--- src/rtl/slot_trig_pkg.sv ---
package slot_trig_pkg;

  localparam int PAIRS = 3;
  localparam int CMD_W = 3;

  // decoded command codes the qualifier cares about
  localparam logic [CMD_W-1:0] CMD_SYNC       = 3'd1;
  localparam logic [CMD_W-1:0] CMD_SOFT_RESET = 3'd2;
  localparam logic [CMD_W-1:0] CMD_CFG_WRITE  = 3'd3;

  // selector source codes
  localparam int SRC_ANY   = 0;
  localparam int SRC_A     = 1;
  localparam int SRC_B     = 2;
  localparam int SRC_C     = 3;
  localparam int SRC_FULL  = 4;
  localparam int SRC_EXT0  = 5;

  // per-cycle compare enables from control to datapath
  typedef struct packed {
    logic [PAIRS-1:0] enA;
    logic [PAIRS-1:0] enB;
    logic [PAIRS-1:0] enC;
    logic             enFull;
  } strobe_t;

endpackage

--- src/rtl/slot_trig_ctrl.sv ---
module slot_trig_ctrl
  import slot_trig_pkg::*;
#(
  parameter int SLOT_W = 40,
  parameter int SEL_W  = 4,
  parameter int ADDR_W = 3
) (
  input  logic                          clk,
  input  logic                          rst,
  input  logic                          regWe,
  input  logic [ADDR_W-1:0]             regAddr,
  input  logic [SLOT_W-1:0]             regWdata,
  input  logic                          frameValid,
  input  logic                          isCmdFrame,
  input  logic [CMD_W-1:0]              cmdA,
  input  logic [CMD_W-1:0]              cmdB,
  input  logic                          alignDone,
  output strobe_t                       strobe,
  output logic [PAIRS-1:0][SLOT_W-1:0]  matchReg,
  output logic [PAIRS-1:0][SLOT_W-1:0]  maskReg,
  output logic [PAIRS-1:0][SEL_W-1:0]   selReg
);

  localparam int QUAL_BIT  = SLOT_W - 1;
  localparam int MASK_BASE = PAIRS;
  localparam int SEL_ADDR  = 2 * PAIRS;

  // register file
  always_ff @(posedge clk) begin
    if (rst) begin
      matchReg <= '0;
      maskReg  <= '0;
      selReg   <= '0;
    end else if (regWe) begin
      for (int p = 0; p < PAIRS; p++) begin
        if (regAddr == ADDR_W'(p))             matchReg[p] <= regWdata;
        if (regAddr == ADDR_W'(MASK_BASE + p)) maskReg[p]  <= regWdata;
      end
      if (regAddr == ADDR_W'(SEL_ADDR))
        selReg <= regWdata[PAIRS*SEL_W-1:0];
    end
  end

  // command qualification for slots B and C
  logic aBlocks;
  logic bIsCmd;
  logic cIsCmd;

  always_comb begin
    aBlocks = (cmdA == CMD_SYNC) || (cmdA == CMD_SOFT_RESET);
    bIsCmd  = isCmdFrame && !aBlocks;
    cIsCmd  = bIsCmd && (cmdB != CMD_CFG_WRITE);
  end

  always_comb begin
    strobe.enFull = frameValid && alignDone;
    for (int p = 0; p < PAIRS; p++) begin
      strobe.enA[p] = frameValid && alignDone;
      strobe.enB[p] = frameValid && (maskReg[p][QUAL_BIT] || bIsCmd);
      strobe.enC[p] = frameValid && (maskReg[p][QUAL_BIT] || cIsCmd);
    end
  end

  // a write to match slot 0 lands on the next edge
  a_r12_match_write_lands: assert property (@(posedge clk) disable iff (rst)
    (regWe && regAddr == ADDR_W'(0)) |=> (matchReg[0] == $past(regWdata)));

  // an address above the selector register changes nothing
  a_r12_unmapped_write_ignored: assert property (@(posedge clk) disable iff (rst)
    (regWe && regAddr > ADDR_W'(SEL_ADDR)) |=>
      ($stable(matchReg) && $stable(maskReg) && $stable(selReg)));

endmodule

--- src/rtl/slot_trig_dp.sv ---
module slot_trig_dp
  import slot_trig_pkg::*;
#(
  parameter int SLOT_W = 40,
  parameter int SEL_W  = 4,
  parameter int EXT_W  = 8
) (
  input  logic                          clk,
  input  logic                          rst,
  input  strobe_t                       strobe,
  input  logic [SLOT_W-1:0]             slotA,
  input  logic [SLOT_W-1:0]             slotB,
  input  logic [SLOT_W-1:0]             slotC,
  input  logic [PAIRS-1:0][SLOT_W-1:0]  matchReg,
  input  logic [PAIRS-1:0][SLOT_W-1:0]  maskReg,
  input  logic [PAIRS-1:0][SEL_W-1:0]   selReg,
  input  logic [EXT_W-1:0]              extEvt,
  output logic [PAIRS-1:0]              eventOut
);

  localparam int NUM_SRC  = SRC_EXT0 + EXT_W;
  localparam int SRC_SPAN = 1 << SEL_W;
  localparam logic [SLOT_W-1:0] CMP_SKIP = {1'b1, {(SLOT_W-1){1'b0}}};

  function automatic logic patHit(input logic [SLOT_W-1:0] data,
                                  input logic [SLOT_W-1:0] pat,
                                  input logic [SLOT_W-1:0] dontCare);
    return &((data ~^ pat) | dontCare | CMP_SKIP);
  endfunction

  logic [PAIRS-1:0] rawA, rawB, rawC;
  logic             fullRaw;

  always_comb begin
    for (int p = 0; p < PAIRS; p++) begin
      rawA[p] = patHit(slotA, matchReg[p], maskReg[p]);
      rawB[p] = patHit(slotB, matchReg[p], maskReg[p]);
      rawC[p] = patHit(slotC, matchReg[p], maskReg[p]);
    end
    fullRaw = rawA[0] && rawB[1] && rawC[2];
  end

  // stage 1: registered per-slot hits
  logic [PAIRS-1:0] hitA, hitB, hitC;
  logic             fullHit;
  logic [EXT_W-1:0] extReg;

  always_ff @(posedge clk) begin
    if (rst) begin
      hitA    <= '0;
      hitB    <= '0;
      hitC    <= '0;
      fullHit <= 1'b0;
      extReg  <= '0;
    end else begin
      hitA    <= rawA & strobe.enA;
      hitB    <= rawB & strobe.enB;
      hitC    <= rawC & strobe.enC;
      fullHit <= fullRaw && strobe.enFull;
      extReg  <= extEvt;
    end
  end

  // stage 2: source select and event register
  logic [PAIRS-1:0][NUM_SRC-1:0]  srcVec;
  logic [PAIRS-1:0][SRC_SPAN-1:0] srcPad;
  logic [PAIRS-1:0]               evtNext;

  for (genvar p = 0; p < PAIRS; p++) begin : g_sel
    assign srcVec[p] = {extReg, fullHit, hitC[p], hitB[p], hitA[p],
                        hitA[p] | hitB[p] | hitC[p]};
    assign srcPad[p] = SRC_SPAN'(srcVec[p]);
    assign evtNext[p] = srcPad[p][selReg[p]];
  end

  always_ff @(posedge clk) begin
    if (rst) eventOut <= '0;
    else     eventOut <= evtNext;
  end

  for (genvar p = 0; p < PAIRS; p++) begin : g_chk
    // no slot B hit when control withholds the slot B enable
    a_r6_b_gated: assert property (@(posedge clk) disable iff (rst)
      !strobe.enB[p] |=> !hitB[p]);
    // no slot C hit when control withholds the slot C enable
    a_r7_c_gated: assert property (@(posedge clk) disable iff (rst)
      !strobe.enC[p] |=> !hitC[p]);
    // slot A stays silent without its enable
    a_r9_a_gated: assert property (@(posedge clk) disable iff (rst)
      !strobe.enA[p] |=> !hitA[p]);
    // any registered slot hit with selector 0 raises the event
    a_r3_any_slot_fires: assert property (@(posedge clk) disable iff (rst)
      ((hitA[p] || hitB[p] || hitC[p]) && selReg[p] == '0) |=> eventOut[p]);
    // out-of-range selector codes give a quiet event
    a_r11_high_sel_quiet: assert property (@(posedge clk) disable iff (rst)
      (int'(selReg[p]) >= NUM_SRC) |=> !eventOut[p]);
  end

  // full-frame source silent without its enable
  a_r9_full_gated: assert property (@(posedge clk) disable iff (rst)
    !strobe.enFull |=> !fullHit);

endmodule

--- src/rtl/slot_match_trigger.sv ---
module slot_match_trigger
  import slot_trig_pkg::*;
#(
  parameter int SLOT_W = 40,
  parameter int SEL_W  = 4,
  parameter int ADDR_W = 3,
  parameter int EXT_W  = 8
) (
  input  logic              clk,
  input  logic              rst,
  input  logic              cfgWe,
  input  logic [ADDR_W-1:0] cfgAddr,
  input  logic [SLOT_W-1:0] cfgData,
  input  logic              frameValid,
  input  logic [SLOT_W-1:0] slotA,
  input  logic [SLOT_W-1:0] slotB,
  input  logic [SLOT_W-1:0] slotC,
  input  logic              isCmdFrame,
  input  logic [CMD_W-1:0]  cmdA,
  input  logic [CMD_W-1:0]  cmdB,
  input  logic              alignDone,
  input  logic [EXT_W-1:0]  extEvt,
  output logic [PAIRS-1:0]  eventOut
);

  strobe_t                      strobe;
  logic [PAIRS-1:0][SLOT_W-1:0] matchReg;
  logic [PAIRS-1:0][SLOT_W-1:0] maskReg;
  logic [PAIRS-1:0][SEL_W-1:0]  selReg;

  slot_trig_ctrl #(.SLOT_W(SLOT_W), .SEL_W(SEL_W), .ADDR_W(ADDR_W)) u_ctrl (
    .clk        (clk),
    .rst        (rst),
    .regWe      (cfgWe),
    .regAddr    (cfgAddr),
    .regWdata   (cfgData),
    .frameValid (frameValid),
    .isCmdFrame (isCmdFrame),
    .cmdA       (cmdA),
    .cmdB       (cmdB),
    .alignDone  (alignDone),
    .strobe     (strobe),
    .matchReg   (matchReg),
    .maskReg    (maskReg),
    .selReg     (selReg)
  );

  slot_trig_dp #(.SLOT_W(SLOT_W), .SEL_W(SEL_W), .EXT_W(EXT_W)) u_dp (
    .clk      (clk),
    .rst      (rst),
    .strobe   (strobe),
    .slotA    (slotA),
    .slotB    (slotB),
    .slotC    (slotC),
    .matchReg (matchReg),
    .maskReg  (maskReg),
    .selReg   (selReg),
    .extEvt   (extEvt),
    .eventOut (eventOut)
  );

  // the cycle after reset is released the event outputs are still quiet
  a_r1_quiet_after_reset: assert property (@(posedge clk)
    $fell(rst) |-> (eventOut == '0));

endmodule

--- config.mk ---
export PLATFORM = sky130hd
export DESIGN_NAME = slot_match_trigger
export DESIGN_NICKNAME = d
export VERILOG_FILES = /design/src/rtl/slot_trig_pkg.sv /design/src/rtl/slot_trig_ctrl.sv /design/src/rtl/slot_trig_dp.sv /design/src/rtl/slot_match_trigger.sv
export SDC_FILE = /design/constraint.sdc
export NUM_CORES = 1
export LEC_CHECK = 0
export BUFFER_PORTS_ARGS = -buffer_cell sky130_fd_sc_hd__buf_4
export CAP_MARGIN = 20
export CELL_PAD_IN_SITES_DETAIL_PLACEMENT = 1
export CELL_PAD_IN_SITES_GLOBAL_PLACEMENT = 1
export CORE_MARGIN = 4
export CORE_UTILIZATION = 46
export DETAILED_ROUTE_END_ITERATION = 16
export HOLD_SLACK_MARGIN = 0.08
export PLACE_DENSITY = 0.93
export SYNTH_ARGS = -nofsm -noshare
export SYNTH_HDL_FRONTEND = slang
export SYNTH_SLANG_ARGS = --single-unit
--- constraint.sdc ---
create_clock -name clk -period 5.3 [get_ports clk]
set_clock_uncertainty 0.15 [all_clocks]
set_input_delay 0.53 -clock clk [delete_from_list [all_inputs] [get_ports clk]]
set_output_delay 0.53 -clock clk [all_outputs]
set_load 0.005 [all_outputs]
Word-level counts from Yosys, hierarchy flattened
Cells that the tools add are included.
{"block": "word_totals", "input_bits": 183, "regBits": 273, "out_inout_bits": 3, "elab_cells": 97}
{"block": "op_classes", "order_cmp": 3, "n_reduce_logical": 37, "eq_ne": 9, "n_bitwise": 27, "n_mux": 6}
{"cell": "40-bit by 40-bit bitwise XNOR with 39-bit output", "n": 9}
{"cell": "39-bit OR", "n": 9}
{"cell": "39-bit AND reduction", "n": 9}
{"cell": "4-bit by 5-bit less-than comparator with 1-bit output, second input constant", "n": 3}
{"cell": "2-bit AND reduction", "n": 7}
{"cell": "1-bit binary-select mux with 4-bit select", "n": 3}
{"cell": "1-bit logical AND", "n": 12}
{"cell": "3-bit AND", "n": 3}
{"cell": "3-bit by 2-bit == test with 1-bit output, second input constant", "n": 3}
{"cell": "3-bit == test, second input constant", "n": 3}
{"cell": "1-bit logical OR", "n": 7}
{"cell": "3-bit by 1-bit == test with 1-bit output, second input constant", "n": 2}
{"cell": "1-bit OR", "n": 6}
{"cell": "3-bit logical NOT", "n": 1}
{"cell": "1-bit 2-to-1 mux", "n": 3}
{"cell": "3-bit by 2-bit != test with 1-bit output, second input constant", "n": 1}
{"cell": "1-bit logical NOT", "n": 1}

Depth between registers and ports, before layout
{"block": "logic_depth", "depth_word": 8, "mapped_depth": 7, "mapped_depth_nobuf": 6}

Modules after synthesis
Synthesis repeated with hierarchy kept, for this count alone.
{"block": "unflattened", "cells_unflattened": 1781, "hier_area_um2": 14378.8}
{"module": "slot_trig_ctrl", "seq_area_each_um2": 5044.8, "area_per_inst_um2": 8821.0, "n_inst": 1, "cells_each": 1124}
{"module": "slot_trig_dp", "seq_area_each_um2": 420.4, "area_per_inst_um2": 5557.8, "n_inst": 1, "cells_each": 657}

Worst setup path before layout
Ideal clock, no wire load.
{"block": "synth_timing", "kind": "input-to-reg", "start": "input rst", "end": "register u_dp.fullHit", "stages": 7, "path_buffers": 1, "arrival_time_ns": 1.746, "path_slack_ns": 3.343, "t_required_ns": 5.090, "setup_ns": 0.060, "path_cell_list": "buf_6 > nor2b_4 > and2_4 > o21ai_1 > or4_4 > nor3_2 > and3_1"}
{"item": "start, declared", "line_no": "slot_match_trigger.sv:10", "source": "input logic rst,"}
{"item": "end signal, assigned", "line_no": "slot_trig_dp.sv:59", "source": "fullHit <= fullRaw && strobe.enFull;"}
{"item": "end, declared", "line_no": "slot_trig_dp.sv:45", "source": "logic fullHit;"}

Final worst setup path
{"block": "layout_timing", "start": "register u_ctrl.matchReg[76] in the netlist's numbering", "end": "register u_dp.fullHit"}
{"block": "layout_between", "elab_chain_cells": 6}
{"item": "start, declared", "line_no": "slot_trig_ctrl.sv:19", "source": "output logic [PAIRS-1:0][SLOT_W-1:0] matchReg,"}
{"item": "start signal, assigned by index", "line_no": "slot_trig_ctrl.sv:36", "source": "if (regAddr == ADDR_W'(p)) matchReg[p] <= regWdata;"}
{"item": "40-bit by 40-bit bitwise XNOR with 39-bit output", "line_no": "slot_trig_dp.sv:28", "source": "return &((data ~^ pat) | dontCare | CMP_SKIP);"}
{"item": "39-bit OR", "line_no": "slot_trig_dp.sv:28"}
{"item": "39-bit AND reduction", "line_no": "slot_trig_dp.sv:28"}
{"item": "1-bit logical AND (2 in a row)", "line_no": "slot_trig_dp.sv:40", "source": "fullRaw = rawA[0] && rawB[1] && rawC[2];"}
{"item": "1-bit logical AND", "line_no": "slot_trig_dp.sv:59"}
Every way passes these cells.
A chain may end at the register's enable or synchronous reset.

==> reports/results.txt <==
Die H: 183 um
Max-slew violations: 0
Status: complete, no violations
Ports: 186
Min Hold Slack: 75.2 ps
Largest net degree at the start of global routing: 114
Most common cell after layout, fill and taps aside: nand2_1
Post-synth ARST share: 0%
Mapped Nets: 1978
Filler cell count: 3635
Dpl hpwl: 57000 um
Die W: 183 um
Synth Register Bits: 270
Clock sinks: 270
DRC errors left: 0
Vias in the first global route: 15.3k
GRT Overall Usage: 44.0%
TritonCTS clock tree: yes
Setup TNS: 0 ps
Hold Violations, Final: 0
Clock Tree Buf Depth: 3
DRT Pass-1 Iters: 5
Fmax achieved: 396 MHz
# hold bufs at CTS: 7
Syn_area_per_cell: 7.84 um2
Layout area overhead: 20.5%
Rel. slew slack: 27.9%
Std-Cell Rows: 63
Cts bufs inserted: 30
Nets: 2136
Post-synth top flop: dfxtp_1
Worst slew pin tran: 1080 ps
Post-Synth Simple-Gate Area: 18.3%
Total length of routed wires: 76300 um
Dpl cell area: 15800 um2
CP endpoint kind: flip-flop
Via count: 15.4k
Post-synthesis compound-gate area fraction: 17.6%
Crit Path Class: reg2reg
Pwr/cell area: 304 nW/um2
DR iter-0 viols: 2008
Share of layout cells above drive strength 1: 14.0%
Number of flops mapped to enable cells by yosys: 0
Final core occ: 56.8%
RSZ-0062 raised after global routing: false
Area occupied by multi-input gates: 8380 um2
Overflow after GRT: 0
WP data required: 5660 ps
CP max FO: 4
Final min period: 2520 ps
Max-cap violations: 0
Syn Inst Count: 1795
Hold WC Path Type: in2reg
Largest family of logic cells by synthesized area: XOR/XNOR gates
Most frequent cells in the layout: nand2_1 (503), xnor2_1 (352), dfxtp_1 (270)
Post-CTS Resized: 0
DR WL/cell: 32.2 um
Clock transition at path regs: 70 ps
Total setup buffers inserted after CTS: 0
Global-route wire length before repair: 108000 um
Initial Util: 47.1%
Crit path DAT: 2890 ps
Final setup viols: 0
Critical Path Start Type: flip-flop
Routed Antenna Nets: 0
FF+latch area: 5410 um2
Clk Tree Root Cell: clkbuf_16
Synth cell types: 31
XOR/XNOR share of the synthesized area: 21.9%
Avg Vias per Cell: 6.50
Max rail drop VDD: 0.263 mV
Clk_lat worst skew: 580 ps
Yosys warnings: 0
PortBufs: 182
Initial antenna violation count: 3
Multiplexer share of the synthesized area: 1.44%
Area share of fa/ha/maj cells after synthesis: 0%
Crit share post-route: 47.6%
Post-synth design cell area: 14100 um2
Die footprint: 33500 um2
Finished Cell Area: 17000 um2
Lkg Pwr: 5.32 nW
Diode count: 0
H-tree Lvls: 1
Std-Cell Core Area: 29900 um2
Placer Congestion: 1.04
Sequential share of the synthesized area: 38.4%
flip-flops by register name (all words and copies together), names as in the netlist:
name and cells:
u_dp.extReg 8, u_dp.eventOut 3, u_dp.fullHit 1, u_dp.hitC 3
u_ctrl.matchReg 117, u_dp.hitA 3, u_ctrl.maskReg 120, u_dp.hitB 3
u_ctrl.selReg 12
layer usage:
metal  global-route usage [%]  vias to the layer above  wire [um]
li1                         -                     6408          -
met1                     57.6                     7607      28800
met2                     68.5                     1081      33200
met3                     9.76                      294       8750
met4                     22.9                        6       5460
met5                        0                        -         35
final cells by class:
cell class / count / area share [%]
clock buffers: 39 / 5.17
clock inverters: 17 / 1.03
inverters: 6 / 0.133
multi-input cells: 1439 / 49.4
flip-flops and latches: 270 / 31.9
well taps: 390 / 2.88
repair buffers: 206 / 9.50
kinds of logic after synthesis:
kind of cell,Yosys count
muxes,9
buffers and inverters,86
xor gates and xnor gates,352
DFF,270
AOI/OAI and AO/OA,443
and+or+nand+nor,635
where the power goes:
group	switching [mW]	internal (mW)	total [mW]	leakage, nW
Sequential	0.0838	2.07	2.16	2.19
Clock	0.927	1.31	2.23	0.520
Combinational	0.457	0.307	0.763	2.61
Total	1.47	3.69	5.15	5.32
Yosys cell counts (3+ instances only):
library cell	instances	share of area (%)
nand2_1	503	13
xnor2_1	352	22
dfxtp_1	270	38
a21oi_1	252	9.0
o22ai_1	165	7.3
clkbuf_1	73	1.9
nor2_1	57	1.5
nand4_1	14	0.62
nor2b_1	14	0.62
nor4_1	14	0.62
o21ai_0	12	0.43
nor3_1	10	0.36
mux4_2	9	1.4
nand3_1	9	0.32
inv_1	6	0.16
buf_2	5	0.18
o221ai_1	5	0.31
o22a_1	4	0.25
nand2b_1	3	0.13
nor3b_1	3	0.16
final timing paths:
path / startpoint / slack [ps] / end / cells past startpoint
max: u_ctrl.matchReg[76]$_SDFFE_PP0P_ / 2780 / u_dp.fullHit$_SDFF_PP0_ / 6
min: extEvt[1] / 80 / u_dp.extReg[1]$_SDFF_PP0_ / 2
max reg2reg: u_ctrl.matchReg[76]$_SDFFE_PP0P_ / 2780 / u_dp.fullHit$_SDFF_PP0_ / 6
min reg2reg: u_ctrl.maskReg[119]$_SDFFE_PP0P_ / 350 / u_ctrl.maskReg[119]$_SDFFE_PP0P_ / 2
worst max-delay path, stage by stage (launching register included):
cell	delay (ps)
dfxtp_1	360
xnor2_1	370
o22ai_1	150
nor4_1	430
nand4_1	160
nor4_1	550
and3_1	280
metrics by stage:
step	worst slack [ps]	power [mW]	std cells
finish	2780	5.15	2367
floorplan	3340	2.51	1795
detailed placement	2070	2.91	2303
global route	2710	5.26	2367
global placement	2140	2.90	2302
CTS	2640	5.11	2366
Power figures use the tool's default switching activity.
